<file path="src/rtl/cram_seq_pkg.sv">
package cram_seq_pkg;

    typedef enum logic [1:0] {
        OP_RAM_RD = 2'b00,
        OP_RAM_WR = 2'b01,
        OP_REG_RD = 2'b10,
        OP_REG_WR = 2'b11
    } op_e;

    // configuration mode is flagged by the upper mode bit
    localparam int MODE_CFG_BIT = 1;

    function automatic logic is_ram_op(op_e o);
        return (o == OP_RAM_RD) || (o == OP_RAM_WR);
    endfunction

endpackage

</file>
<file path="src/rtl/cram_seq_ctrl.sv">
module cram_seq_ctrl
    import cram_seq_pkg::*;
#(
    parameter int NQ      = 4,
    parameter int CYC_LEN = 4,
    localparam int NRAM   = 3 * NQ,
    localparam int QW     = (NQ > 1) ? $clog2(NQ) : 1,
    localparam int CW     = (CYC_LEN > 1) ? $clog2(CYC_LEN) : 1
) (
    input  logic            clk,
    input  logic            rst_n,
    input  logic            acc_n,
    input  logic            req,
    input  op_e             op,
    input  logic [NRAM-1:0] sel,
    input  logic [QW-1:0]   qsel,
    output logic            busy,
    output op_e             op_q,
    output logic [NRAM-1:0] sel_q,
    output logic [QW-1:0]   qsel_q,
    output logic [CW-1:0]   phase,
    output logic            done
);

    localparam logic [CW-1:0] LAST = CW'(CYC_LEN - 1);

    typedef struct packed {
        logic            busy;
        op_e             op;
        logic [NRAM-1:0] sel;
        logic [QW-1:0]   qsel;
        logic [CW-1:0]   ph;
        logic            done;
    } st_t;

    st_t st_d, st_q;

    always_comb begin
        st_d      = st_q;
        st_d.done = 1'b0;
        if (!st_q.busy) begin
            if (req && (!is_ram_op(op) || !acc_n)) begin
                st_d.busy = 1'b1;
                st_d.op   = op;
                st_d.sel  = sel;
                st_d.qsel = qsel;
                st_d.ph   = '0;
            end
        end else if (is_ram_op(st_q.op) && acc_n) begin
            st_d.busy = 1'b0;
        end else if (st_q.ph == LAST) begin
            st_d.busy = 1'b0;
            st_d.done = 1'b1;
        end else begin
            st_d.ph = st_q.ph + 1'b1;
        end
    end

    always_ff @(posedge clk or negedge rst_n) begin
        if (!rst_n) st_q <= '0;
        else        st_q <= st_d;
    end

    assign busy   = st_q.busy;
    assign op_q   = st_q.op;
    assign sel_q  = st_q.sel;
    assign qsel_q = st_q.qsel;
    assign phase  = st_q.ph;
    assign done   = st_q.done;

    // a RAM operation whose strobe is released ends without done
    p_abort_r11: assert property (@(posedge clk) disable iff (!rst_n)
        (busy && is_ram_op(op_q) && acc_n) |=> (!busy && !done));

    // done lasts one clock and is never raised while active
    p_done_single_r4: assert property (@(posedge clk) disable iff (!rst_n)
        done |-> !busy ##1 !done);

    // captured operands do not change while active
    p_hold_r3: assert property (@(posedge clk) disable iff (!rst_n)
        (busy && $past(busy)) |-> ($stable(sel_q) && $stable(qsel_q) && $stable(op_q)));

endmodule

</file>
<file path="src/rtl/cram_strobe_dec.sv">
module cram_strobe_dec
    import cram_seq_pkg::*;
#(
    parameter int NQ       = 4,
    parameter int WE_PHASE = 1,
    parameter int CW       = 2,
    localparam int NRAM    = 3 * NQ,
    localparam int NWDG    = 2 * NQ,
    localparam int QW      = (NQ > 1) ? $clog2(NQ) : 1
) (
    input  logic            clk,
    input  logic            rst_n,
    input  logic            busy,
    input  op_e             op_q,
    input  logic [NRAM-1:0] sel_q,
    input  logic [QW-1:0]   qsel_q,
    input  logic [CW-1:0]   phase,
    output logic [NRAM-1:0] we_n,
    output logic [NWDG-1:0] h2r_en_n,
    output logic [NWDG-1:0] r2h_en,
    output logic [NQ-1:0]   tc_le,
    output logic [NQ-1:0]   tc_wen_n,
    output logic [NQ-1:0]   tc2h_en,
    output logic [NQ-1:0]   tc_clk,
    output logic            ram_rd
);

    logic ram_wr, reg_rd, reg_wr, pulse_ph;

    always_comb begin
        ram_rd   = busy && (op_q == OP_RAM_RD);
        ram_wr   = busy && (op_q == OP_RAM_WR);
        reg_rd   = busy && (op_q == OP_REG_RD);
        reg_wr   = busy && (op_q == OP_REG_WR);
        pulse_ph = (phase == CW'(WE_PHASE));
    end

    for (genvar k = 0; k < NRAM; k++) begin : g_we
        assign we_n[k] = !(ram_wr && pulse_ph && sel_q[k]);
    end

    for (genvar j = 0; j < NWDG; j++) begin : g_wdg
        assign h2r_en_n[j] = !(ram_wr && sel_q[NQ+j]);
        assign r2h_en[j]   = ram_rd && sel_q[NQ+j];
    end

    for (genvar q = 0; q < NQ; q++) begin : g_trk
        logic hit_q;
        assign hit_q       = (qsel_q == QW'(q));
        assign tc_le[q]    = ram_rd && sel_q[q];
        assign tc_wen_n[q] = !(ram_wr && sel_q[q]);
        assign tc2h_en[q]  = (ram_rd && sel_q[q]) || (reg_rd && hit_q);
        assign tc_clk[q]   = reg_wr && hit_q && pulse_ph;
    end

    // every write strobe returns high one clock after going low
    p_we_pulse_r5: assert property (@(posedge clk) disable iff (!rst_n)
        (we_n != '1) |=> (we_n == '1));

    // register clock is a single-cycle pulse
    p_tclk_pulse_r9: assert property (@(posedge clk) disable iff (!rst_n)
        (tc_clk != '0) |=> (tc_clk == '0));

    // a wedge buffer never drives both directions at once
    p_dir_excl_r6: assert property (@(posedge clk) disable iff (!rst_n)
        (r2h_en != '0) |-> (h2r_en_n == '1));

    // track-code buffer latch open only when no RAM write path is on
    p_trk_excl_r7: assert property (@(posedge clk) disable iff (!rst_n)
        (tc_le != '0) |-> (tc_wen_n == '1 && we_n == '1));

    // at most one quadrant clock at a time
    p_tclk_one_r9: assert property (@(posedge clk) disable iff (!rst_n)
        $onehot0(tc_clk));

endmodule

</file>
<file path="src/rtl/cram_sum_oe.sv">
module cram_sum_oe
    import cram_seq_pkg::*;
#(
    parameter int NQ    = 4,
    localparam int NRAM = 3 * NQ
) (
    input  logic            clk,
    input  logic            rst_n,
    input  logic [1:0]      mode,
    input  logic            ram_rd,
    input  logic [NRAM-1:0] sel_q,
    output logic [NQ-1:0]   sum_oe_n
);

    logic cfg;
    assign cfg = mode[MODE_CFG_BIT];

    for (genvar q = 0; q < NQ; q++) begin : g_oe
        assign sum_oe_n[q] = cfg && !(ram_rd && sel_q[2*NQ+q]);
    end

    // outside configuration every summation RAM drives
    p_run_oe_r10: assert property (@(posedge clk) disable iff (!rst_n)
        !cfg |-> (sum_oe_n == '0));

    // in configuration with no read active all are held off
    p_cfg_off_r10: assert property (@(posedge clk) disable iff (!rst_n)
        (cfg && !ram_rd) |-> (sum_oe_n == '1));

endmodule

</file>
<file path="src/rtl/cram_seq.sv">
module cram_seq
    import cram_seq_pkg::*;
#(
    parameter int NQ       = 4,
    parameter int CYC_LEN  = 4,
    parameter int WE_PHASE = 1,
    localparam int NRAM    = 3 * NQ,
    localparam int NWDG    = 2 * NQ,
    localparam int QW      = (NQ > 1) ? $clog2(NQ) : 1,
    localparam int CW      = (CYC_LEN > 1) ? $clog2(CYC_LEN) : 1
) (
    input  logic            clk,
    input  logic            rst_n,
    input  logic            acc_n,
    input  logic            req,
    input  logic [1:0]      op,
    input  logic [NRAM-1:0] sel,
    input  logic [QW-1:0]   qsel,
    input  logic [1:0]      mode,
    output logic [NRAM-1:0] we_n,
    output logic [NWDG-1:0] h2r_en_n,
    output logic [NWDG-1:0] r2h_en,
    output logic [NQ-1:0]   tc_le,
    output logic [NQ-1:0]   tc_wen_n,
    output logic [NQ-1:0]   tc2h_en,
    output logic [NQ-1:0]   tc_clk,
    output logic [NQ-1:0]   sum_oe_n,
    output logic            done
);

    logic            busy, ram_rd;
    op_e             op_q;
    logic [NRAM-1:0] sel_q;
    logic [QW-1:0]   qsel_q;
    logic [CW-1:0]   phase;

    cram_seq_ctrl #(.NQ(NQ), .CYC_LEN(CYC_LEN)) u_ctrl (
        .clk(clk), .rst_n(rst_n), .acc_n(acc_n), .req(req), .op(op_e'(op)),
        .sel(sel), .qsel(qsel), .busy(busy), .op_q(op_q), .sel_q(sel_q),
        .qsel_q(qsel_q), .phase(phase), .done(done)
    );

    cram_strobe_dec #(.NQ(NQ), .WE_PHASE(WE_PHASE), .CW(CW)) u_dec (
        .clk(clk), .rst_n(rst_n), .busy(busy), .op_q(op_q), .sel_q(sel_q),
        .qsel_q(qsel_q), .phase(phase), .we_n(we_n), .h2r_en_n(h2r_en_n),
        .r2h_en(r2h_en), .tc_le(tc_le), .tc_wen_n(tc_wen_n),
        .tc2h_en(tc2h_en), .tc_clk(tc_clk), .ram_rd(ram_rd)
    );

    cram_sum_oe #(.NQ(NQ)) u_oe (
        .clk(clk), .rst_n(rst_n), .mode(mode), .ram_rd(ram_rd),
        .sel_q(sel_q), .sum_oe_n(sum_oe_n)
    );

    // all selected RAMs strobe together; none outside the selection
    p_we_in_sel_r2: assert property (@(posedge clk) disable iff (!rst_n)
        (we_n != '1) |-> ((~we_n & ~sel_q) == '0 && (~we_n) == sel_q));

endmodule

</file>
<file path="config.mk">
export PLATFORM = sky130hd
export DESIGN_NAME = cram_seq
export DESIGN_NICKNAME = d
export VERILOG_FILES = /design/src/rtl/cram_seq_pkg.sv /design/src/rtl/cram_seq_ctrl.sv /design/src/rtl/cram_strobe_dec.sv /design/src/rtl/cram_sum_oe.sv /design/src/rtl/cram_seq.sv
export SDC_FILE = /design/constraint.sdc
export NUM_CORES = 1
export LEC_CHECK = 0
export BUFFER_PORTS_ARGS = -buffer_cell sky130_fd_sc_hd__buf_2
export CORE_MARGIN = 4
export CORE_UTILIZATION = 35
export CTS_CLUSTER_SIZE = 14
export DETAILED_ROUTE_END_ITERATION = 6
export PLACE_DENSITY = 0.67
export SETUP_SLACK_MARGIN = 0.05
export SYNTH_ARGS = -nofsm -noshare
export SYNTH_HDL_FRONTEND = slang
export SYNTH_SLANG_ARGS = --single-unit
</file>
<file path="constraint.sdc">
create_clock -name clk -period 1.5 [get_ports clk]
set_input_delay 0.15 -clock clk [delete_from_list [all_inputs] [get_ports clk]]
set_output_delay 0.15 -clock clk [all_outputs]
set_load 0.01 [all_outputs]
</file>
==> reports/metrics.csv, run 1 <==
metric;value;unit
Crit path max-delay family;simple AND/OR/NAND/NOR gates;
Net Count, Synth;144;
crit path max fanout;6;
Seq/Total Area, Yosys;0.432;
static leakage;1.14;nW
Die Y-Extent;65.5;um
Num CTS Buffers;3;
# H-tree levels;1;
violations in the final reports;setup timing;
critical path's slowest cell;dfrtp_1;
clk_skew;0.000590;ns
Syn Inst Count;120;
Hold Path Class;input port to register;
antenna-violating nets left;0;
GRT Total Usage;0.171;
proportion of layout cells with a drive suffix above 1;0.761;
Clock Path Buffers;2;
Final Non-Filler Cells;253;
Final Wtd Congestion;0.713;
Max rail drop VDD;753;uV
CP endpoint kind;primary output;
Max-Cap Viols;0;
most frequent cells in the layout;buf_2, buf_6, dfrtp_1;
number of detailed-route iterations in the first pass;4;
Max Slew Vio Count;0;
number of I/O pins;71;
CTS tree;yes;
Area growth syn-to-layout;96.1;%
vias;1273;
Fin. Hold Viols;0;
setup slack after layout;-0.177;ns
row count;20;
Core ar.;0.00310;mm^2
yosys warns;0;
largest stage delay on the critical path;0.40;ns
relative slew slack;0.704;
Starting Density;0.373;
pre-CTS WS;0.0918;ns
commonest non-fill, non-tap cell in the layout;buf_2;
Mean Syn Cell Area;9.66;um^2
wirelength, routed;4510;um
CP startpoint kind;register;
Final Cycle Share;1.12;
Critical Path AT;1.53;ns
Skew-Pair Late Insertion Delay;0.30;ns
post-detail-place hpwl;2470;um
Wirelength per Cell;17.8;um
vias in the first global route;1144;
largest net degree at the start of global routing;21;
pwr/cell area;1870;mW/mm^2
actual slew at the worst max-slew pin;0.444;ns
initial antenna violation count;0;
Max Freq;0.596;GHz
first-pass GRT wire length;5630;um
Mapped Area;0.00116;mm^2
nets;234;
crit-path cells;buf_6 -> and3b_2 -> and2_4 -> nand2_1 -> buf_2;
PortBufs;69;
initial detailed-routing violation count;42;
Crit path required time;1.35;ns
status;complete, but fails checks;
synth unique cells;30;
total gr overflow;0;
Final setup viols;52;
DP Cell Count;231;
Die Area;0.00429;mm^2
Buf/Inv on CP;2;
clock transition at the registers of the reported paths;0.11;ns
Root Driver;clkbuf_4;
RSZ-0062 raised after global routing;true;
Worst Setup Path Type;register to primary output;
Period minus WS final;1.68;ns
total power;4.26;mW
clock sink total;20;
Die X;65.5;um
drt drc;0;
Seq cells post-synth;20;
Hold Slack;0.0634;ns
ant diodes;0;
drt via density;5.03;
-- power by group --
group	switching (mW)	internal, mW
Combinational	1.00	1.53
Sequential	0.477	0.802
Clock	0.172	0.270
Total	1.65	2.61
-- stage by stage --
stage	TNS (ns)	cell area (um^2)	utilization
finish	-5.50	2270	0.732
global route	-8.84	2270	0.732
CTS	-2.58	1820	0.587
detailed placement	0	1590	0.511
global placement	0	1590	0.511
floorplan	0	1160	-
-- cell families after synthesis --
kind of cell               Yosys count  share of synthesized area
muxes                               17                      0.163
DFF                                 20                      0.432
adders and majority gates            2                     0.0216
and+or+nand+nor                     60                      0.282
buffers and inverters               10                     0.0410
AOI/OAI and AO/OA                   11                     0.0605
-- routing by layer --
metal,GRT usage,routed length [um],vias to the layer above
li1,-,-,577
met1,0.194,1730,642
met2,0.320,2520,43
met3,0.0239,152,11
met4,0.0622,106,0
met5,0,0,-
-- cell type report --
class / instances / area [um^2]
Clock buffer: 3 / 22.5
Clock inverter: 1 / 30.0
Multi-Input combinational cell: 91 / 871
Inverter: 3 / 11.3
Sequential cell: 20 / 502
Fill cell: 215 / 831
Tap cell: 44 / 55.1
Timing Repair Buffer: 91 / 781
-- final timing paths --
kind,startpoint,endpoint,slack [ns],depth (start not counted)
min in group asynchronous,rst_n,u_ctrl.qsel_q[0]$_DFFE_PN0P_,0.31,2
max reg2reg,u_ctrl.busy$_DFF_PN0_,u_ctrl.sel_q[2]$_DFFE_PN0P_,0,5
min reg2reg,u_ctrl.op_q[0]$_DFFE_PN0P_,u_ctrl.op_q[0]$_DFFE_PN0P_,0.59,1
max in group asynchronous,rst_n,u_ctrl.busy$_DFF_PN0_,0.85,2
max,u_ctrl.op_q[0]$_DFFE_PN0P_,we_n[10],-0.18,5
min,qsel[0],u_ctrl.qsel_q[0]$_DFFE_PN0P_,0.06,2
-- sequential cells by signal (all words and copies together), names as in the netlist --
register and count:
u_ctrl.qsel_q 2, u_ctrl.busy 1, u_ctrl.done 1, u_ctrl.op_q 2, u_ctrl.sel_q 12, u_ctrl.phase 2
-- repair_timing --
| item | in CTS | in global routing |
|---|---|---|
| buffers inserted | 11 | 5 |
| pin swaps | 18 | 10 |
| setup endpoints to repair | 45 | 65 |
| gates resized for setup | 23 | 93 |
| hold buffers | 1 | 0 |
| endpoints found under the hold margin | 20 | 0 |
| gates cloned | 1 | 3 |
-- synthesized netlist by cell type, drive strengths merged --
master | instances | area [um^2]
buf | 3 | 21.3
ha | 2 | 25.0
mux2i | 2 | 20.0
and2b | 1 | 7.51
nand2b | 6 | 45.0
nor2 | 4 | 25.0
nor2b | 1 | 6.26
mux2 | 15 | 169
o22ai | 1 | 6.26
and3 | 2 | 12.5
o21ai | 2 | 10.0
nand3b | 2 | 15.0
nor3 | 1 | 5.00
clkbuf | 4 | 15.0
and3b | 1 | 8.76
a21oi | 3 | 15.0
nand3 | 1 | 5.00
dfrtp | 20 | 500
nor3b | 2 | 15.0
o2bb2ai | 1 | 8.76
and2 | 13 | 81.3
nand2 | 25 | 93.8
inv | 3 | 11.3
nand4 | 1 | 6.26
a21boi | 4 | 30.0
Power figures use the tool's default switching activity.
==> run 2, diff against run 1 <==
--- a/config.mk
+++ b/config.mk
@@ -6,6 +6,7 @@
 export NUM_CORES = 1
 export LEC_CHECK = 0
 export BUFFER_PORTS_ARGS = -buffer_cell sky130_fd_sc_hd__buf_2
+export CORE_ASPECT_RATIO = 1.2
 export CORE_MARGIN = 4
 export CORE_UTILIZATION = 35
 export CTS_CLUSTER_SIZE = 14
==> run 2 against run 1 <==
  * The flow still finishes with violations (setup timing)
  * First-iteration DRC count fell by 57%
  * Hold slack got worse by 0.022 ns
  * Non-clock buffer count fell by 2
  * Setup slack got worse by 0.0045 ns
  * Power fell by 4.5%
  * Count of clock-buffer cells in the layout did not move
  * Combinational power fell by 7%
  * Utilization fell by 2.6 points
  * Clock skew rose by 0.0079 ns
  * Die area barely moved
  * Critical endpoint is now tc_clk[2]
==> reports/metrics.csv, run 2 (synthesized netlist as in run 1, its figures left out) <==
metric;value;unit;change
R2R Setup Slk;-0.02;ns;was 0 ns
total negative slack;-4.41;ns;was -5.50 ns
initial antenna violation count;0;;unchanged
relative slew slack;0.691;;was 0.704
Starting Density;0.372;;was 0.373
Final Wtd Congestion;0.773;;was 0.713
Worst Hold End;u_ctrl.op_q[0]$_DFFE_PN0P_;;was u_ctrl.qsel_q[0]$_DFFE_PN0P_
Core ar.;0.00311;mm^2;was 0.00310 mm^2
Root Driver;clkbuf_4;;unchanged
nets;232;;was 234
Wirelength per Cell;17.1;um;was 17.8 um
Worst Setup Path Type;register to primary output;;unchanged
Clock Path Buffers;2;;unchanged
fillers;214;;was 215
status;complete, but fails checks;;unchanged
worst hold stages;2;;unchanged
Die Y-Extent;71.0;um;was 65.5 um
clock sink total;20;;unchanged
number of detailed-route iterations in the first pass;4;;unchanged
commonest non-fill, non-tap cell in the layout;buf_2;;unchanged
row count;22;;was 20
CP endpoint kind;primary output;;unchanged
GRT Total Usage;0.166;;was 0.171
vias;1227;;was 1273
RSZ-0062 raised after global routing;true;;unchanged
R2R depth;5;;unchanged
violations in the final reports;setup timing;;unchanged
total gr overflow;0;;unchanged
Buf/Inv on CP;2;;unchanged
critical path's slowest cell;dfrtp_1;;unchanged
total power;4.06;mW;was 4.26 mW
actual slew at the worst max-slew pin;0.464;ns;was 0.444 ns
Period minus WS final;1.68;ns;about the same
largest net degree at the start of global routing;21;;unchanged
Die Area;0.00430;mm^2;was 0.00429 mm^2
drt via density;5.05;;was 5.03
clk_skew;0.00852;ns;was 0.000590 ns
Num CTS Buffers;3;;unchanged
Final Cycle Share;1.12;;about the same
proportion of layout cells with a drive suffix above 1;0.754;;was 0.761
Largest register FFs;12;;unchanged
Final setup viols;49;;was 52
pwr/cell area;1850;mW/mm^2;was 1870 mW/mm^2
pre-CTS WS;0.0998;ns;was 0.0918 ns
HP Start;op[0];;was qsel[0]
Critical Path AT;1.53;ns;about the same
antenna-violating nets left;0;;unchanged
Max Slew Vio Count;0;;unchanged
most frequent cells in the layout;buf_2, buf_6, dfrtp_1;;unchanged
Hold Path Class;input port to register;;unchanged
initial detailed-routing violation count;18;;was 42
Max Freq;0.595;GHz;was 0.596 GHz
worst r2r src;u_ctrl.busy$_DFF_PN0_;;unchanged
Crit path max-delay family;simple AND/OR/NAND/NOR gates;;unchanged
crit-path cells;inv_2 -> ha_4 -> nand4_1 -> nor3b_2 -> buf_2;;was buf_6 -> and3b_2 -> and2_4 -> nand2_1 -> buf_2
crit path max fanout;4;;was 6
number of I/O pins;71;;unchanged
PortBufs;69;;unchanged
post-detail-place hpwl;2370;um;was 2470 um
Die X;60.5;um;was 65.5 um
static leakage;1.08;nW;was 1.14 nW
Skew-Pair Late Insertion Delay;0.32;ns;was 0.30 ns
Max-Cap Viols;0;;unchanged
drt drc;0;;unchanged
vias in the first global route;1143;;was 1144
# H-tree levels;1;;unchanged
worst r2r dst;u_ctrl.op_q[0]$_DFFE_PN0P_;;was u_ctrl.sel_q[2]$_DFFE_PN0P_
clock transition at the registers of the reported paths;0.12;ns;was 0.11 ns
setup slack after layout;-0.181;ns;was -0.177 ns
Crit path required time;1.35;ns;about the same
Max rail drop VDD;1170;uV;was 753 uV
largest stage delay on the critical path;0.42;ns;was 0.40 ns
wirelength, routed;4150;um;was 4510 um
Fin. Hold Viols;0;;unchanged
Area growth syn-to-layout;89.6;%;was 96.1%
ant diodes;0;;unchanged
CTS tree;yes;;unchanged
first-pass GRT wire length;5380;um;was 5630 um
CP startpoint kind;register;;unchanged
run 2: changes by cell type in the layout (fill, tap and decap cells not counted), sizes merged:
| cell | previous run | this run |
|---|---|---|
| buf | 88 | 87 |
| clkbuf | 5 | 4 |
run 2: per-layer routing:
layer / share of wire / up-vias / wire length [um] / track usage
li1: - / 575 / - / -
met1: 0.35 / 600 / 1450 / 0.192
met4: 0.024 / 0 / 98 / 0.0651
met3: 0.058 / 9 / 239 / 0.0164
met5: 0 / - / 0 / 0
met2: 0.57 / 43 / 2360 / 0.302
run 2: worst register-to-register path, cell delays in order (launching register included):
cell and delay (ns):
dfrtp_2 0.45, buf_6 0.13, nand2b_4 0.15, nor2_4 0.19, clkbuf_16 0.19, mux2_1 0.31
run 2: timing repair:
item                                    4_1_cts  5_1_grt
setup buffers                                 7        5
resized for setup                            37       75
pin swaps                                    15       16
gates cloned                                  2        2
hold buffers                                  1        0
endpoints found under the hold margin        20        0
endpoints found under the setup margin       46       64
run 2: area by class of cell:
| cell class | count | area (um^2) | area share |
|---|---|---|---|
| Clock buffer | 3 | 22.5 | 0.0103 |
| Multi-Input combinational cell | 91 | 842 | 0.383 |
| Sequential cell | 20 | 502 | 0.228 |
| Timing Repair Buffer | 89 | 744 | 0.339 |
| Clock inverter | 1 | 30.0 | 0.0137 |
| Tap cell | 36 | 45.0 | 0.0205 |
| Inverter | 3 | 11.3 | 0.00513 |
run 2: where the power goes:
part           switching [mW]  internal [mW]
Clock                   0.191          0.270
Combinational           0.949           1.41
Sequential              0.437          0.803
Total                    1.58           2.49
run 2: stage by stage:
| step | cells | hold slack [ns] | utilization | area [um^2] |
|---|---|---|---|---|
| 4_1_cts | 236 | 0.0392 | 0.582 | 1810 |
| 6_report | 243 | 0.0415 | 0.706 | 2200 |
| 2_1_floorplan | 120 | -0.146 | - | 1160 |
| 3_3_place_gp | 222 | 0.114 | 0.500 | 1560 |
| 5_1_grt | 243 | 0.0501 | 0.706 | 2200 |
| 3_5_place_dp | 222 | 0.123 | 0.500 | 1560 |
run 2: worst max-delay path by stage:
stage                                 from                    endpoint  slack, ns  depth (start not counted)
5_1_grt        u_ctrl.phase[1]$_DFFE_PN0P_                   tc_clk[0]      -0.32                          5
2_1_floorplan        u_ctrl.busy$_DFF_PN0_  u_ctrl.op_q[0]$_DFFE_PN0P_       0.18                          4
3_5_place_dp   u_ctrl.phase[1]$_DFFE_PN0P_                    we_n[10]        0.1                          5
6_report       u_ctrl.phase[1]$_DFFE_PN0P_                   tc_clk[2]      -0.18                          5
4_1_cts        u_ctrl.phase[1]$_DFFE_PN0P_                   tc_clk[1]      -0.13                          5
3_3_place_gp         u_ctrl.busy$_DFF_PN0_                     we_n[5]       0.12                          4
==> run 3, diff against run 2 <==
==> constraint.sdc (replaced) <==
create_clock -name clk -period 1.5 [get_ports clk]
set_input_delay 0.225 -clock clk [delete_from_list [all_inputs] [get_ports clk]]
set_output_delay 0.225 -clock clk [all_outputs]
set_load 0.01 [all_outputs]
==> run 3 against run 2 <==
  * The flow still finishes with violations (setup timing)
  * Via count is 7.3% lower
  * Power fell by 21%
  * Cell area down 18%
  * Global-route usage is 1.4 points lower
  * Largest power group unchanged
  * Clock skew down 0.0050 ns
  * Sequential share of layout area grew 4.9 points
==> reports/metrics.csv, run 3 (synthesized netlist as in run 1, its figures left out) <==
metric;value;unit;change
Multi-input gate area;686;um^2;was 842 um^2
Crit. Startpoint;u_ctrl.op_q[1]$_DFFE_PN0P_;;was u_ctrl.phase[1]$_DFFE_PN0P_
PortBufs;69;;unchanged
P_int;1.96;mW;was 2.49 mW
clock share of power;0.099;;was 0.114
R2R depth;6;;was 5
clk_skew;0.00351;ns;was 0.00852 ns
initial antenna violation count;0;;unchanged
Starting Density;0.372;;unchanged
RSZ-0062 raised after global routing;true;;unchanged
Largest register FFs;12;;unchanged
Skew-Pair Late Insertion Delay;0.30;ns;was 0.32 ns
clock sink total;20;;unchanged
ant diodes;0;;unchanged
CP startpoint kind;register;;unchanged
Hold Path Class;input port to register;;unchanged
initial detailed-routing violation count;22;;was 18
fillers;293;;was 214
commonest non-fill, non-tap cell in the layout;buf_2;;unchanged
post-detail-place hpwl;2420;um;was 2370 um
GRT Total Usage;0.152;;was 0.166
# H-tree levels;1;;unchanged
proportion of layout cells with a drive suffix above 1;0.550;;was 0.754
end point of the critical path;we_n[4];;was tc_clk[2]
R2R Setup Slk;-0.13;ns;was -0.02 ns
placed instance area;0.00156;mm^2;unchanged
setup slack after layout;-0.284;ns;was -0.181 ns
Max Slew Vio Count;0;;unchanged
Root Driver;clkbuf_4;;unchanged
Die X;60.5;um;unchanged
met1 Track Usage GR;0.165;;was 0.192
FF/Latch Area;500;um^2;was 502 um^2
worst r2r src;u_ctrl.busy$_DFF_PN0_;;unchanged
clock transition at the registers of the reported paths;0.11;ns;was 0.12 ns
Critical Path AT;1.56;ns;was 1.53 ns
drt drc;0;;unchanged
number of I/O pins;71;;unchanged
nets;227;;was 232
Worst Setup Path Type;register to primary output;;unchanged
most frequent cells in the layout;buf_2, nand2_1, dfrtp_1;;was buf_2, buf_6, dfrtp_1
Switching Share;0.385;;was 0.388
actual slew at the worst max-slew pin;0.443;ns;was 0.464 ns
Most Crowded Layer GR;met2;;unchanged
vias in the first global route;1104;;was 1143
Period minus WS final;1.78;ns;was 1.68 ns
CTS tree;yes;;unchanged
worst r2r dst;u_ctrl.sel_q[3]$_DFFE_PN0P_;;was u_ctrl.op_q[0]$_DFFE_PN0P_
largest net degree at the start of global routing;21;;unchanged
total power;3.19;mW;was 4.06 mW
Max rail drop VDD;847;uV;was 1170 uV
number of detailed-route iterations in the first pass;4;;unchanged
Final Cycle Share;1.19;;was 1.12
Area growth syn-to-layout;55.7;%;was 89.6%
GR Util met3;0.0164;;unchanged
Net Sw Power;1.23;mW;was 1.58 mW
Logic pwr share;0.551;;was 0.581
violations in the final reports;setup timing;;unchanged
total gr overflow;0;;unchanged
Crit path required time;1.27;ns;was 1.35 ns
crit path max fanout;12;;was 4
CP endpoint kind;primary output;;unchanged
wirelength, routed;3370;um;was 4150 um
row count;22;;unchanged
vias;1137;;was 1227
Final Non-Filler Cells;238;;was 243
Final Wtd Congestion;0.745;;was 0.773
Num CTS Buffers;3;;unchanged
Final setup viols;63;;was 49
finished layout cell area;0.00180;mm^2;was 0.00220 mm^2
Die Area;0.00430;mm^2;unchanged
pwr/cell area;1770;mW/mm^2;was 1850 mW/mm^2
Fin. Hold Viols;0;;unchanged
antenna-violating nets left;0;;unchanged
Max-Cap Viols;0;;unchanged
Max Freq;0.560;GHz;was 0.595 GHz
sequential share of power;0.350;;was 0.305
static leakage;0.899;nW;was 1.08 nW
DP Cell Count;222;;unchanged
Core ar.;0.00311;mm^2;unchanged
Die Y-Extent;71.0;um;unchanged
drt via density;4.78;;was 5.05
first-pass GRT wire length;4940;um;was 5380 um
met2 Resource Use GR;0.286;;was 0.302
Wirelength per Cell;14.2;um;was 17.1 um
status;complete, but fails checks;;unchanged
Clock Path Buffers;2;;unchanged
pre-CTS WS;-0.0302;ns;was 0.0998 ns
relative slew slack;0.704;;was 0.691
run 3: changes by cell type in the layout (fill, tap and decap cells not counted), moves of 4 or more:
| cell | change |
|---|---|
| buf_6 | -33 |
| buf_2 | +28 |
| nand2_1 | +17 |
| nand2_2 | -14 |
| and2_4 | -13 |
| and2_1 | +11 |
| a21boi_2 | -4 |
run 3: power by group through the flow:
stage / logic [mW] / registers [mW] / clock network [mW]
5_1_grt: 1.92 / 1.18 / 0.342
3_3_place_gp: 1.24 / 1.09 / 0
6_report: 1.76 / 1.12 / 0.315
4_1_cts: 1.47 / 1.10 / 0.318
3_5_place_dp: 1.28 / 1.12 / 0
2_1_floorplan: 0.899 / 0.988 / 0
run 3: metal layers:
metal	share of wire	wire, um
met3	0.057	192
met1	0.37	1260
met5	0	0
met4	0.024	82
met2	0.55	1840
run 3: layout make-up:
class                           instances  area share
Tap cell                               36      0.0250
Multi-Input combinational cell         90       0.380
Timing Repair Buffer                   85       0.291
Inverter                                3     0.00624
Sequential cell                        20       0.277
Clock buffer                            4      0.0201
run 3: repair_timing:
| item | CTS | global route |
|---|---|---|
| hold endpoints to repair | 20 | 0 |
| hold buffers | 1 | 0 |
| setup buffers | 6 | 4 |
| pin swaps | 4 | 3 |
| cloned | 0 | 1 |
| setup endpoints to repair | 48 | 63 |
| resized for setup | 7 | 19 |
run 3: worst min-delay path by stage:
stage	slack (ns)	cells after the start	startpoint	to
after global placement	0.19	1	rst_n	u_ctrl.sel_q[7]$_DFFE_PN0P_
after CTS	0.13	2	sel[8]	u_ctrl.sel_q[8]$_DFFE_PN0P_
after detailed placement	0.19	1	rst_n	u_ctrl.sel_q[5]$_DFFE_PN0P_
after floorplan	-0.07	0	rst_n	u_ctrl.busy$_DFF_PN0_
final	0.13	2	op[0]	u_ctrl.op_q[0]$_DFFE_PN0P_
after global routing	0.14	2	op[0]	u_ctrl.op_q[0]$_DFFE_PN0P_
run 3: through the flow:
stage / TNS (ns) / hold slack, ns / utilization
3_5_place_dp: -0.379 / 0.192 / 0.500
4_1_cts: -7.30 / 0.126 / 0.543
3_3_place_gp: 0 / 0.189 / 0.500
5_1_grt: -14.59 / 0.137 / 0.580
6_report: -10.31 / 0.133 / 0.580
2_1_floorplan: 0 / -0.0706 / -
run 3: critical path: stages (launching register included):
cell and delay, ns:
dfrtp_1 0.44, and3b_2 0.28, and2_2 0.31, nand2_1 0.09, buf_2 0.14
